$ cat src/rtl/clkdiv_pkg.sv
package clkdiv_pkg;
  localparam int CODE_W    = 3;
  localparam int MAX_RATIO = 8;
  localparam int RAT_W     = $clog2(MAX_RATIO + 1);
  localparam int PH_W      = $clog2(2 * MAX_RATIO);

  // reserved 3'b110 runs at the slowest ratio so the clock never stalls
  function automatic logic [RAT_W-1:0] ratio_of(input logic [CODE_W-1:0] code);
    case (code)
      3'b000:  ratio_of = RAT_W'(1);
      3'b001:  ratio_of = RAT_W'(2);
      3'b010:  ratio_of = RAT_W'(3);
      3'b011:  ratio_of = RAT_W'(4);
      3'b100:  ratio_of = RAT_W'(5);
      3'b101:  ratio_of = RAT_W'(6);
      default: ratio_of = RAT_W'(MAX_RATIO);
    endcase
  endfunction
endpackage

$ cat src/rtl/clkdiv_bank.sv
module clkdiv_bank
  import clkdiv_pkg::*;
(
  input  logic              clk_i,
  input  logic              rst_ni,
  input  logic [CODE_W-1:0] code_i,
  output logic              raw_nxt_o,
  output logic              raw_q_o
);
  logic [PH_W-1:0]  ph_q;
  logic [RAT_W-1:0] rat_q, rat_cur;
  logic [PH_W:0]    ph_last;

  // ratio only reloads at phase 0, i.e. on a rising edge
  always_comb begin
    rat_cur   = (ph_q == '0) ? ratio_of(code_i) : rat_q;
    ph_last   = {(PH_W+1-RAT_W)'(0), rat_cur} + {(PH_W+1-RAT_W)'(0), rat_cur} - (PH_W+1)'(1);
    raw_nxt_o = (PH_W+1)'(ph_q) < (PH_W+1)'(rat_cur);
  end

  always_ff @(posedge clk_i or negedge rst_ni) begin
    if (!rst_ni) begin
      ph_q    <= '0;
      rat_q   <= RAT_W'(1);
      raw_q_o <= 1'b0;
    end else begin
      rat_q   <= rat_cur;
      raw_q_o <= raw_nxt_o;
      ph_q    <= ((PH_W+1)'(ph_q) == ph_last) ? '0 : ph_q + PH_W'(1);
    end
  end
endmodule

$ cat src/rtl/clkdiv_out_gate.sv
module clkdiv_out_gate (
  input  logic clk_i,
  input  logic rst_ni,
  input  logic raw_q_i,
  input  logic raw_nxt_i,
  input  logic req_i,
  output logic out_o
);
  logic en_q, en_nxt;

  // enable may only move while the divided clock is low
  assign en_nxt = raw_q_i ? en_q : req_i;

  always_ff @(posedge clk_i or negedge rst_ni) begin
    if (!rst_ni) begin
      en_q  <= 1'b0;
      out_o <= 1'b0;
    end else begin
      en_q  <= en_nxt;
      out_o <= raw_nxt_i & en_nxt;
    end
  end
endmodule

$ cat src/rtl/clkdiv_fanout.sv
module clkdiv_fanout
  import clkdiv_pkg::*;
#(
  parameter int NUM_BANKS     = 4,
  parameter int OUTS_PER_BANK = 2,
  localparam int NUM_OUTS     = NUM_BANKS * OUTS_PER_BANK
) (
  input  logic                        clk_i,
  input  logic                        rst_ni,
  input  logic                        oe_all_i,
  input  logic [NUM_BANKS*CODE_W-1:0] div_code_i,
  input  logic [NUM_OUTS-1:0]         oe_i,
  output logic [NUM_OUTS-1:0]         clk_p_o,
  output logic [NUM_OUTS-1:0]         clk_n_o
);
  logic [NUM_BANKS-1:0] raw_nxt, raw_q;

  for (genvar b = 0; b < NUM_BANKS; b++) begin : g_bank
    clkdiv_bank u_bank (
      .clk_i    (clk_i),
      .rst_ni   (rst_ni),
      .code_i   (div_code_i[b*CODE_W +: CODE_W]),
      .raw_nxt_o(raw_nxt[b]),
      .raw_q_o  (raw_q[b])
    );
    for (genvar k = 0; k < OUTS_PER_BANK; k++) begin : g_out
      clkdiv_out_gate u_gate (
        .clk_i    (clk_i),
        .rst_ni   (rst_ni),
        .raw_q_i  (raw_q[b]),
        .raw_nxt_i(raw_nxt[b]),
        .req_i    (oe_all_i & oe_i[b*OUTS_PER_BANK+k]),
        .out_o    (clk_p_o[b*OUTS_PER_BANK+k])
      );
    end
  end

  assign clk_n_o = ~clk_p_o;
endmodule

$ cat config.mk
export PLATFORM = sky130hd
export DESIGN_NAME = clkdiv_fanout
export DESIGN_NICKNAME = d
export VERILOG_FILES = /design/src/rtl/clkdiv_pkg.sv /design/src/rtl/clkdiv_bank.sv /design/src/rtl/clkdiv_out_gate.sv /design/src/rtl/clkdiv_fanout.sv
export SDC_FILE = /design/constraint.sdc
export NUM_CORES = 1
export LEC_CHECK = 0
export ABC_CLOCK_PERIOD_IN_PS = 2600
export BUFFER_PORTS_ARGS = -buffer_cell sky130_fd_sc_hd__buf_2
export CELL_PAD_IN_SITES_DETAIL_PLACEMENT = 0
export CELL_PAD_IN_SITES_GLOBAL_PLACEMENT = 1
export CORE_MARGIN = 2
export CORE_UTILIZATION = 40
export DETAILED_ROUTE_END_ITERATION = 6
export PLACE_DENSITY_LB_ADDON = 0.1
export SLEW_MARGIN = 25
export SYNTH_ARGS = -nofsm -noshare
export SYNTH_HDL_FRONTEND = slang
export SYNTH_SLANG_ARGS = --single-unit
$ cat constraint.sdc
create_clock -name clk_i -period 2.6 [get_ports clk_i]
set_clock_uncertainty 0.15 [all_clocks]
set_input_delay 0.13 -clock clk_i [delete_from_list [all_inputs] [get_ports clk_i]]
set_output_delay 0.13 -clock clk_i [all_outputs]
set_load 0.005 [all_outputs]
* Word level (Yosys, flattened, before mapping)
Cells that the tools add are included.
Widths: inputs -> output; s select.
** Storage, ports and cells
- Register bits after elaboration :: 52
- Bits of input ports :: 23
- Output and inout port bits :: 16
** Operators by class
- $add $sub $neg :: 12
- Order comparisons :: 4
- Equal/unequal tests :: 24
- Mux-type cells :: 20
- Bitwise logic cells :: 17
- Reduce and logical (&&, ||, !) cells :: 8
** Operators by type and width (number)
- $pmux 4 s6 :: 4
- $mux 4 :: 8
- $eq 3x2->1 const B :: 8
- $eq 3x3->1 const B :: 8
- $add 4x4->5 :: 4
- $eq 4x5->1 :: 4
- $sub 5x1->5 const B :: 4
- $add 4x1->4 const B :: 4
- $and 1x1->1 :: 16
- $logic_not 4->1 :: 4
- $lt 4x4->1 :: 4
- $eq 3x1->1 const B :: 4
- $logic_not 3->1 :: 4
- $mux 1 :: 8
- $not 8->8 :: 1

* Depth between registers and ports, before layout
Gate-level depths: netlist of run 1.
- Depth in word-level cells :: 7
- Gate-level depth with buffers :: 11
- Mapped depth without buffers :: 10

* By module
A second synthesis of run 1 with hierarchy kept.
** Second synthesis, totals
- Cell total of the unflattened synthesis :: 316
- Area, all modules :: 3243.1 µm²
** By module, submodules not included
- clkdiv_bank :: instances 4, cells each 67, area an instance 643.1 µm², sequential area each 226.5 µm²
- clkdiv_out_gate :: instances 8, cells each 4, area an instance 73.8 µm², sequential area each 50.0 µm²
- clkdiv_fanout :: instances 1, cells each 16, area an instance 80.1 µm², sequential area each 0.0 µm²

* Worst setup path before layout of run 1
No wires, ideal clock.
- Kind :: reg2reg
- Start point :: reg g_bank[0].u_bank.ph_q[0]
- End point :: reg g_bank[0].u_bank.ph_q[2]
- Library setup time :: 147 ps
- Arrival :: 2323 ps
- Data required time :: 2303 ps
- Setup slack :: -20 ps
- Cell stages (with the launch flop) :: 8
- Path buffers :: 0
- Period minus slack after synthesis :: 2620 ps
- Cell sequence :: dfrtp_1 inv_1 ha_1 nor3b_4 mux2_2 or3_1 a2111oi_1 nor3_1
** On the way
- Longest elaborated chain between the ends :: 6
** RTL lines
- start: declaration :: RTL line clkdiv_bank.sv:10 : logic [PH_W-1:0] ph_q;
- start signal: assignment :: RTL line clkdiv_bank.sv:29 : ph_q <= ((PH_W+1)'(ph_q) == ph_last) ? '0 : ph_q + PH_W'(1);
- $logic_not 4->1 :: RTL line clkdiv_bank.sv:16 : rat_cur = (ph_q == '0) ? ratio_of(code_i) : rat_q;
- $mux 4 :: RTL line clkdiv_bank.sv:16
- $add 4x4->5 :: RTL line clkdiv_bank.sv:17 : ph_last = {(PH_W+1-RAT_W)'(0), rat_cur} + {(PH_W+1-RAT_W)'(0), rat_cur} - (PH_W+1)'(1);
- $sub 5x1->5 :: RTL line clkdiv_bank.sv:17
- $eq 4x5->1 :: RTL line clkdiv_bank.sv:29
- $mux 4 * :: RTL line clkdiv_bank.sv:29
Every way passes the cells marked *; elsewhere a longest branch is shown, timed or not.

* Worst setup path after layout of run 1
- Start point :: reg g_bank[0].u_bank.ph_q[1]
- End point :: reg g_bank[0].u_bank.ph_q[2]
** On the way
- Longest elaborated chain between the ends :: 6
** RTL lines
- $logic_not 4->1 :: RTL line clkdiv_bank.sv:16
- $mux 4 :: RTL line clkdiv_bank.sv:16
- net g_bank[0].u_bank.rat_cur[3] :: RTL line clkdiv_bank.sv:11 : logic [RAT_W-1:0] rat_q, rat_cur;
- $add 4x4->5 :: RTL line clkdiv_bank.sv:17
- $sub 5x1->5 :: RTL line clkdiv_bank.sv:17
- $eq 4x5->1 :: RTL line clkdiv_bank.sv:29
- $mux 4 :: RTL line clkdiv_bank.sv:29
The timed path passes the listed nets, and every way through them passes these cells.

==> metrics.txt, run 1 <==
final instance area=3700 µm²; Cell variety after synth=51; power density cells=1040 nW/µm²; critical-path maximum fanout=4; Final Net Count=430; fin crit period=2.49 ns; crit end category=flip-flop; IO Pins=39; Crit Path Class=flip-flop to flip-flop; vias in the first global route=between 2000 and 2500; top cell type's share of synthesized area=0.393; hold worst-path end=g_bank[1].u_bank.rat_q[3]; Post-Syn Instances=327; # clock sinks=52; IO buf count=38; core area=about 7300 µm²; Reg clk slew, reported paths=0.09 ns; leakage=1.80 nW; CTS tree=yes; share of layout cells above drive strength 1=0.249; H-tree lvl count=2; Vias=2328; die span in y=91.4 µm; dominant cell by count in the synthesized netlist=dfrtp_1; Critical Path Start Type=flip-flop; # setup viols final=0; min-delay worst type=primary input to flip-flop; top_reg_cell synth=dfrtp_1; VDD IR max=about 0.0004 V; WP data required=2.63 ns; largest net degree at the start of global routing=26; Hold WS=-0.00112 ns; post-synthesis sequential area ratio=0.428; Synth-to-Final Area Change=21.0%; CP bufs+invs=1; RR Endpoint=g_bank[0].u_bank.ph_q[2]; CP cell instances=inv_2, ha_4, nor3b_4, mux2_4, or4_4, a2111oi_4, nor3_1; DRC violations left=0; crit path from=g_bank[0].u_bank.ph_q[1]; WP data arrival=2.52 ns; ant diodes=0; Total GRT Usage=0.145; Placement Cell Area=3430 µm²; Clock Latency Late Sink=0.30 ns; Die Width=91.4 µm; TritonRoute pass-1 iters=4; crit-path max cell delay=~0.49 ns; R2R depth=7; final hold vios=1; Multi-input gate area=1580 µm²; top post-synthesis cells by area=dfrtp_1, ha_1, inv_1; Ys Warns=0; Iteration-0 DRC Markers=68; family with the most delay on the worst path=simple AND/OR/NAND/NOR gates; RR Startpoint=g_bank[0].u_bank.ph_q[1]; status=finished with violations; Clock Path Buffers=2; Total Wirelength=5850 µm; Slew @ Worst Pin=a little under 0.6 ns; die area=~8400 µm²; post-detail-place hpwl=between 4000 and 5000 µm; number of flops mapped to enable cells by yosys=0; Routed Antenna Nets=0; Vias/cell=between 4 and 5; std cell rows=31; syn nets=approximately 370; Mapped Area=3050 µm²; hold depth=3; Slew HR=0.609; Register Area=about 1300 µm²; pins over their slew limit=0; initial antenna violation count=0; placer congestion estimate=0.736; CTS Buf Count=5; Crit-path slowest cell=or4_4; fillcell total=686; max_cap viols=0; failing checks=hold timing; DR WL/cell=12.0 µm; period utilization=0.960; top cells by count, synth=dfrtp_1, inv_1, nand2_1; reg2reg setup slack=about 0.11 ns; Remaining Overflow, GRT=0; FFs w/ async S/R, synth=1.00; Hold Startpoint=div_code_i[4]; f_max=401 MHz; post-synthesis register bit count=52; Yosys top cell by area=dfrtp_1; first-pass GRT wire length=between 10000 and 15000 µm; Synth Area per Inst=9.34 µm²; Initial Util=0.417; root buf cell=clkbuf_8
==> stage by stage <==
| step | setup WS, ns | power (mW) | setup TNS [ns] | util | instances |
|---|---|---|---|---|---|
| 2_1_floorplan | 0.00622 | 2.84 | 0 | - | 327 |
| 3_3_place_gp | 0.0511 | 3.29 | 0 | 0.468 | 470 |
| 3_5_place_dp | -0.00795 | 3.33 | -0.00972 | 0.468 | 470 |
| 4_1_cts | 0.0273 | 3.85 | 0 | 0.495 | 487 |
| 5_1_grt | -0.0136 | 4.26 | -0.0400 | 0.504 | 489 |
| 6_report | 0.105 | 3.86 | 0 | 0.504 | 489 |
==> cell usage in the layout, fill, tap and decap left out, types with 10 or more instances in the layout <==
cell,Yosys,routed
nand2_1,27,27
buf_4,8,20
nand2b_1,10,10
nor2_1,21,21
dfrtp_1,48,48
a21oi_1,25,25
buf_2,0,38
inv_1,44,42
o21ai_0,20,18
ha_1,18,16
==> registers in the layout (all words and copies together), names as in the netlist <==
signal,cells
g_bank.g_out.u_gate.out_o,8
g_bank.u_bank.rat_q,16
g_bank.g_out.u_gate.en_q,8
g_bank.u_bank.raw_q_o,4
g_bank.u_bank.ph_q,16
==> layer usage <==
layer | vias up | routed length, µm | global-route usage
met5 | - | 0 | 0
met1 | 1073 | 2830 | 0.192
met3 | 2 | 185 | 0.0307
met2 | 35 | 2800 | 0.244
li1 | 1218 | - | -
met4 | 0 | 32 | 0.0341
==> power by group <==
group / internal, mW / total [mW] / switching, mW
Combinational: 0.934 / 1.94 / 1.00
Sequential: 1.18 / 1.45 / 0.268
Clock: 0.213 / 0.471 / 0.258
Total: 2.33 / 3.86 / 1.53
==> layout make-up <==
class,instances,share of cell area
multi-input combinational,219,0.427
sequential,52,0.353
timing repair buffer,67,0.116
inverter,44,0.0447
tap,99,0.0335
clock buffer,6,0.0223
clock inverter,2,0.00271
==> kinds of logic after synthesis <==
group                    synth area share
AO/OA/AOI/OAI                       0.151
XOR/XNOR                           0.0287
adder cells (fa/ha/maj)            0.0803
buffers and inverters              0.0787
flip-flops                          0.428
multiplexers                       0.0528
AND/OR/NAND/NOR                     0.181
==> how the worst max path moves through the flow <==
stage                               end  depth (start not counted)
2_1_floorplan  g_bank[0].u_bank.ph_q[2]                          7
3_3_place_gp   g_bank[0].u_bank.ph_q[1]                          7
3_5_place_dp   g_bank[3].u_bank.raw_q_o                         10
4_1_cts        g_bank[0].u_bank.ph_q[2]                          7
5_1_grt        g_bank[0].u_bank.ph_q[2]                          7
6_report       g_bank[0].u_bank.ph_q[2]                          7
==> what timing repair did <==
action,in CTS,in global routing
endpoints found under the hold margin,29,0
setup endpoints to repair,6,14
buffers inserted,0,2
resized for setup,2,12
hold buffers,9,0
pin swaps,0,3
==> tightest hold or removal path: cells and delay by family <==
kind	cells	cell delay (ns)
compound gates	1	0.09
buf+inv	1	0.12
simple gates	1	0.06
Note: power is estimated with default switching activity, not from simulation.
==> run 2, diff against run 1 <==
--- a/config.mk
+++ b/config.mk
@@ -5,12 +5,13 @@
 export SDC_FILE = /design/constraint.sdc
 export NUM_CORES = 1
 export LEC_CHECK = 0
+export ABC_AREA = 1
 export ABC_CLOCK_PERIOD_IN_PS = 2600
 export BUFFER_PORTS_ARGS = -buffer_cell sky130_fd_sc_hd__buf_2
 export CELL_PAD_IN_SITES_DETAIL_PLACEMENT = 0
 export CELL_PAD_IN_SITES_GLOBAL_PLACEMENT = 1
 export CORE_MARGIN = 2
-export CORE_UTILIZATION = 40
+export CORE_UTILIZATION = 38
 export DETAILED_ROUTE_END_ITERATION = 6
 export PLACE_DENSITY_LB_ADDON = 0.1
 export SLEW_MARGIN = 25
==> metrics.txt, run 2 <==
die area=9160 µm² (+9.7%); power density cells=1050 nW/µm² (+0.68%); vias in the first global route=2461 (+9.8%); first-pass GRT wire length=10800 µm (+6.8%); Synth-to-Final Area Change=13.2%; fin crit period=2.17 ns (-0.327 ns); top post-synthesis cells by area=dfrtp_1, nand2_1, inv_1; hold depth=4 (+1); DRC violations left=0 (unchanged); setup TNS=0 ns (unchanged); initial antenna violation count=0 (unchanged); Final Net Count=523 (+22%); Slew @ Worst Pin=0.617 ns (+0.0305 ns); H-tree lvl count=2 (unchanged); ant diodes=0 (unchanged); VDD IR max=0.000393 V (-2.7%); # setup viols final=0 (unchanged); most common cell after layout, fill and taps aside=nand2_1; Total Wirelength=6180 µm (+5.8%); unrepaired setup endpoints after global routing=no; crit-path max cell delay=0.44 ns (-0.05 ns); post-place setup slack=0.430 ns (+0.438 ns); IO Pins=39 (unchanged); Crit-path slowest cell=dfrtp_1; family with the most delay on the worst path=simple AND/OR/NAND/NOR gates; WP data arrival=2.25 ns (-0.27 ns); min-delay worst type=primary input to flip-flop; CP bufs+invs=1 (unchanged); Clock Path Buffers=2 (unchanged); Routed Antenna Nets=0 (unchanged); Post-Syn Instances=439 (+34%); Slew HR=0.589 (-0.0203); CTS Buf Count=5 (unchanged); top cell type's share of synthesized area=0.376 (-0.0174); f_max=461 MHz (+15%); core area=8180 µm² (+12%); post_cts resized=0 (-2); CTS tree=yes; Critical Path Start Type=flip-flop; crit end category=flip-flop; status=finished, final reports clean; Finished Core Util=0.442 (-0.0619); final instance area=3620 µm² (-2.2%); IO buf count=38 (unchanged); Crit Path Class=flip-flop to flip-flop; TritonRoute pass-1 iters=4 (unchanged); Vias=2626 (+13%); std cell rows=33 (+6.5%); Die Width=95.7 µm (+4.7%); RR Endpoint=g_bank[1].g_out[1].u_gate.out_o; most used cell, CP=nand2_1; critical-path maximum fanout=6 (+2); post-synthesis register bit count=52 (unchanged); largest net degree at the start of global routing=27 (+3.8%); Largest regs=g_bank.u_bank.ph_q x16, g_bank.u_bank.rat_q x16; Iteration-0 DRC Markers=96 (+41%); RR Startpoint=g_bank[1].u_bank.ph_q[1]; overall power=3.80 mW (-1.5%); Reg clk slew, reported paths=0.10 ns (about the same); number of flops mapped to enable cells by yosys=0 (unchanged); worst setup margin=0.433 ns (+0.327 ns); fillcell total=871 (+27%); final hold vios=0 (-1); WP data required=2.69 ns (+0.06 ns); syn nets=480 (+30%); Hold Startpoint=div_code_i[6]; share of layout cells above drive strength 1=0.170 (-0.0789); Synth Area per Inst=7.28 µm² (-22%); Mapped Area=3200 µm² (+4.6%); root buf cell=clkbuf_8; top cells by count, synth=nand2_1, inv_1, dfrtp_1; Ys Warns=0 (unchanged); Yosys top cell by area=dfrtp_1; post-detail-place hpwl=4770 µm (+7.9%); post-synthesis sequential area ratio=0.409 (-0.0189); top_reg_cell synth=dfrtp_1; DR WL/cell=10.5 µm (-12%); # clock sinks=52 (unchanged); reg2reg setup slack=0.43 ns (+0.33 ns); Vias/cell=4.47 (-6.2%); # hold bufs at CTS=5 (-4); Cell variety after synth=23 (-55%); Placement Cell Area=3470 µm² (+1.0%); Initial Util=0.391 (-0.0257); max_cap viols=0 (unchanged); placer congestion estimate=0.800 (+8.8%); Total GRT Usage=0.150 (+0.00474); most frequent cells in the layout=nand2_1, inv_1, dfrtp_1; Remaining Overflow, GRT=0 (unchanged); Post-CTS Setup Inserts=0 (unchanged); Clock Latency Late Sink=0.31 ns (about the same); leakage=2.09 nW (+16%); dominant cell by count in the synthesized netlist=nand2_1; hold worst-path end=g_bank[2].u_bank.rat_q[0]; FFs w/ async S/R, synth=1.00 (unchanged); CP cell instances=inv_1, ha_1, nand2_1, nor2_2, nand2_1, nand2_1, ha_1, o21ai_0, nand2_1, nand3_1, nand2_1, a21oi_1; period utilization=0.834 (-0.126); R2R depth=12 (+5); die span in y=95.7 µm (+4.7%); pins over their slew limit=0 (unchanged); crit path from=g_bank[1].u_bank.ph_q[1]
## run 2: changes by cell type in the layout (fill, tap and decap cells not counted), moves of 9 or more
| cell | previous run | this run |
|---|---|---|
| nand2_1 | 27 | 144 |
| nand3_1 | 5 | 46 |
| inv_1 | 42 | 78 |
| buf_4 | 20 | 2 |
| o21ai_0 | 18 | 4 |
| nand2b_1 | 10 | 0 |
| mux2i_1 | 9 | 0 |
## run 2: worst max-delay path by stage
stage | to | slack, ns | depth (start not counted)
floorplan | g_bank[1].g_out[0].u_gate.out_o | 0.74 | 12
detailed placement | g_bank[1].g_out[0].u_gate.out_o | 0.43 | 12
global placement | g_bank[1].g_out[0].u_gate.out_o | 0.41 | 12
finish | g_bank[1].g_out[1].u_gate.out_o | 0.43 | 12
global route | g_bank[0].g_out[1].u_gate.out_o | 0.24 | 12
CTS | g_bank[1].g_out[1].u_gate.out_o | 0.41 | 12
## run 2: worst min-delay path: cells and delay by family
| kind | cells | cell delay [ns] |
|---|---|---|
| and+or+nand+nor | 2 | 0.15 |
| buffers and inverters | 1 | 0.10 |
| AOI/OAI and AO/OA | 1 | 0.06 |
## run 2: per-stage QoR
step / hold WS, ns / instances
after floorplan: -0.316 / 439
after global placement: 0.0325 / 575
after detailed placement: 0.0352 / 575
after CTS: 0.000198 / 588
after global routing: 0.0110 / 588
final: 0.00921 / 588
## run 2: per-layer routing
metal | wire [µm] | up-vias | global-route usage
met4 | 73 | 0 | 0.0429
met1 | 3140 | 1149 | 0.195
met5 | 0 | - | 0
li1 | - | 1431 | -
met2 | 2700 | 42 | 0.251
met3 | 272 | 4 | 0.0345
## run 2: area by class of cell
type	instances	area (µm²)	share of cell area
Inverter	84	315	0.0872
Tap cell	105	131	0.0363
Clock inverter	2	15.0	0.00415
Sequential cell	52	1310	0.361
Clock buffer	6	82.6	0.0228
Timing Repair Buffer	45	255	0.0706
Multi-Input combinational cell	294	1510	0.418
## run 2: kinds of logic (layout without fill, tap and decap cells)
logic type / Yosys count / after routing / share of synthesized area
and+or+nand+nor: 231 / 231 / 0.316
buffers and inverters: 93 / 137 / 0.119
DFF: 52 / 52 / 0.409
AOI/OAI and AO/OA: 36 / 36 / 0.0619
adders and majority gates: 18 / 18 / 0.0705
xor gates and xnor gates: 9 / 9 / 0.0247
## run 2: power breakdown
| part | switching (mW) | internal, mW | total (mW) |
|---|---|---|---|
| Sequential | 0.260 | 1.16 | 1.42 |
| Clock | 0.283 | 0.216 | 0.499 |
| Combinational | 1.14 | 0.746 | 1.88 |
| Total | 1.68 | 2.13 | 3.80 |
==> run 3, diff against run 2 <==
--- a/config.mk
+++ b/config.mk
@@ -6,12 +6,12 @@
 export NUM_CORES = 1
 export LEC_CHECK = 0
 export ABC_AREA = 1
-export ABC_CLOCK_PERIOD_IN_PS = 2600
+export ABC_CLOCK_PERIOD_IN_PS = 2110
 export BUFFER_PORTS_ARGS = -buffer_cell sky130_fd_sc_hd__buf_2
 export CELL_PAD_IN_SITES_DETAIL_PLACEMENT = 0
 export CELL_PAD_IN_SITES_GLOBAL_PLACEMENT = 1
 export CORE_MARGIN = 2
-export CORE_UTILIZATION = 38
+export CORE_UTILIZATION = 40
 export DETAILED_ROUTE_END_ITERATION = 6
 export PLACE_DENSITY_LB_ADDON = 0.1
 export SLEW_MARGIN = 25
==> constraint.sdc (replaced) <==
create_clock -name clk_i -period 2.11 [get_ports clk_i]
set_clock_uncertainty 0.15 [all_clocks]
set_input_delay 0.1055 -clock clk_i [delete_from_list [all_inputs] [get_ports clk_i]]
set_output_delay 0.1055 -clock clk_i [all_outputs]
set_load 0.005 [all_outputs]
==> metrics.txt, run 3 (same netlist as run 2, synthesis figures left out) <==
status=finished, final reports clean; std cell rows=32 (-3.0%); Top Usage Layer GRT=met2; critical-path maximum fanout=4 (-2); Register Area=1310 µm² (+0.19%); core area=7730 µm² (-5.5%); ant diodes=0 (unchanged); met3 Use GR=0.0274 (-0.00706); min-delay worst type=primary input to flip-flop; root buf cell=clkbuf_8; most common cell after layout, fill and taps aside=nand2_1; post-detail-place hpwl=4760 µm (-0.25%); Layout Cells excl Fill=607 (+3.2%); crit end category=flip-flop; hold depth=3 (-1); Die Width=93.4 µm (-2.4%); Clock Path Buffers=2 (unchanged); die span in y=93.4 µm (-2.4%); WP data required=2.17 ns (-0.52 ns); largest net degree at the start of global routing=26 (-3.7%); Multi-input gate area=1600 µm² (+6.0%); met1 Track Usage GR=0.211 (+0.0156); fin crit period=1.98 ns (-0.189 ns); Crit-path slowest cell=dfrtp_2; H-tree lvl count=2 (unchanged); power density cells=1300 nW/µm² (+24%); RR Endpoint=g_bank[1].u_bank.ph_q[1]; # setup viols final=0 (unchanged); Routed Antenna Nets=0 (unchanged); Vias=2744 (+4.5%); vias in the first global route=2503 (+1.7%); family with the most delay on the worst path=simple AND/OR/NAND/NOR gates; f_max=505 MHz (+9.5%); period utilization=0.938 (+0.104); Crit Path Class=flip-flop to flip-flop; Vias/cell=4.52 (+1.2%); Final Net Count=545 (+4.2%); WP data arrival=2.03 ns (-0.22 ns); Hold Startpoint=oe_all_i; pins over their slew limit=0 (unchanged); first-pass GRT wire length=11000 µm (+2.3%); Finished Core Util=0.506 (+0.0634); most used cell, CP=nand2_1; placer congestion estimate=0.828 (+3.5%); TritonRoute pass-1 iters=4 (unchanged); CTS tree=yes; initial antenna violation count=0 (unchanged); hold worst-path end=g_bank[1].g_out[1].u_gate.en_q; Initial Util=0.414 (+0.0227); Total Wirelength=6430 µm (+4.0%); die area=8720 µm² (-4.8%); max_cap viols=0 (unchanged); Reg clk slew, reported paths=0.10 ns (about the same); Remaining Overflow, GRT=0 (unchanged); Slew HR=0.590 (+0.00109); Clock Latency Late Sink=0.30 ns (about the same); Crit. path cell count=14 (+2); DRC violations left=0 (unchanged); Synth-to-Final Area Change=22.3%; share of layout cells above drive strength 1=0.226 (+0.0560); Iteration-0 DRC Markers=104 (+8.3%); Slew @ Worst Pin=0.616 ns (-0.00164 ns); VDD IR max=0.000492 V (+25%); DR WL/cell=10.6 µm (+0.74%); leakage=2.20 nW (+5.5%); Hold WS=0.0144 ns (+0.00516 ns); R2R depth=14 (+2); RR Startpoint=g_bank[1].u_bank.ph_q[0]; Critical Path Start Type=flip-flop; overall power=5.09 mW (+34%); Total GRT Usage=0.157 (+0.00661); fillcell total=755 (-13%); most frequent cells in the layout=nand2_1, inv_1, dfrtp_1; M2 GR Usage=0.262 (+0.0108); final instance area=3910 µm² (+8.1%); final hold vios=0 (unchanged); Largest regs=g_bank.u_bank.ph_q x16, g_bank.u_bank.rat_q x16; CP bufs+invs=3 (+2); CTS Buf Count=5 (unchanged); reg2reg setup slack=0.13 ns (-0.30 ns); crit-path max cell delay=0.41 ns (-0.03 ns); CP cell instances=inv_1, ha_2, nand2_1, nor2_4, nand2_1, nand2_2, buf_4, nand2_1, nand2_1, nand3_1, nand2_1, nand3_2, nand2_1, inv_1; IO Pins=39 (unchanged); Placed Instances=582 (+1.2%); # clock sinks=52 (unchanged); Placement Cell Area=3540 µm² (+2.1%); IO buf count=38 (unchanged)
==> run 3: cell types whose count changed in the layout (fill, tap and decap cells not counted), sizes merged <==
cell | before | now
clkinvlp | 2 | 0
clkinv | 0 | 1
dlygate4sd3 | 5 | 10
bufinv | 0 | 1
buf | 40 | 57
==> run 3: final cells by class <==
cell class	count	area share
timing repair buffer	67	0.111
clock buffer	6	0.0211
inverter	84	0.0807
sequential	52	0.335
clock inverter	2	0.00993
multi-input combinational	294	0.410
tap	102	0.0327
==> run 3: report_power, final <==
part | leakage [nW] | switching [mW] | internal, mW
clock network | 0.0614 | 0.336 | 0.388
registers | 0.624 | 0.306 | 1.44
logic | 1.52 | 1.54 | 1.09
total | 2.20 | 2.18 | 2.91
==> run 3: how the worst max path moves through the flow <==
stage                                  start                               to  slack, ns
floorplan           g_bank[1].u_bank.ph_q[1]  g_bank[1].g_out[1].u_gate.out_o       0.25
global placement    g_bank[3].u_bank.ph_q[1]  g_bank[3].g_out[1].u_gate.out_o       0.07
detailed placement  g_bank[1].u_bank.ph_q[0]  g_bank[1].g_out[0].u_gate.out_o       0.04
CTS                 g_bank[1].u_bank.ph_q[0]  g_bank[1].g_out[1].u_gate.out_o       0.01
global route        g_bank[1].u_bank.ph_q[0]  g_bank[1].g_out[1].u_gate.out_o      -0.04
finish              g_bank[1].u_bank.ph_q[0]         g_bank[1].u_bank.ph_q[1]       0.13
==> run 3: stage by stage <==
step	TNS [ns]	worst slack, ns
floorplan	0	0.252
global placement	0	0.0720
detailed placement	0	0.0374
CTS	0	0.00995
global route	-0.105	-0.0357
finish	0	0.131
==> run 3: timing repair <==
item | 4_1_cts | 5_1_grt
setup buffers | 0 | 7
gates resized for setup | 0 | 23
endpoints found under the setup margin | 0 | 18
hold endpoints to repair | 31 | 0
hold buffers | 10 | 0
==> run 3: tightest hold or removal path: cells and delay by family <==
family / cells / cell delay (ns)
buffers and inverters: 1 / 0.16
and+or+nand+nor: 2 / 0.18
==> run 3: layer usage <==
layer,wire (µm),vias up
li1,-,1478
met1,3160,1221
met2,2960,40
met3,250,5
met4,57,0
met5,0,-
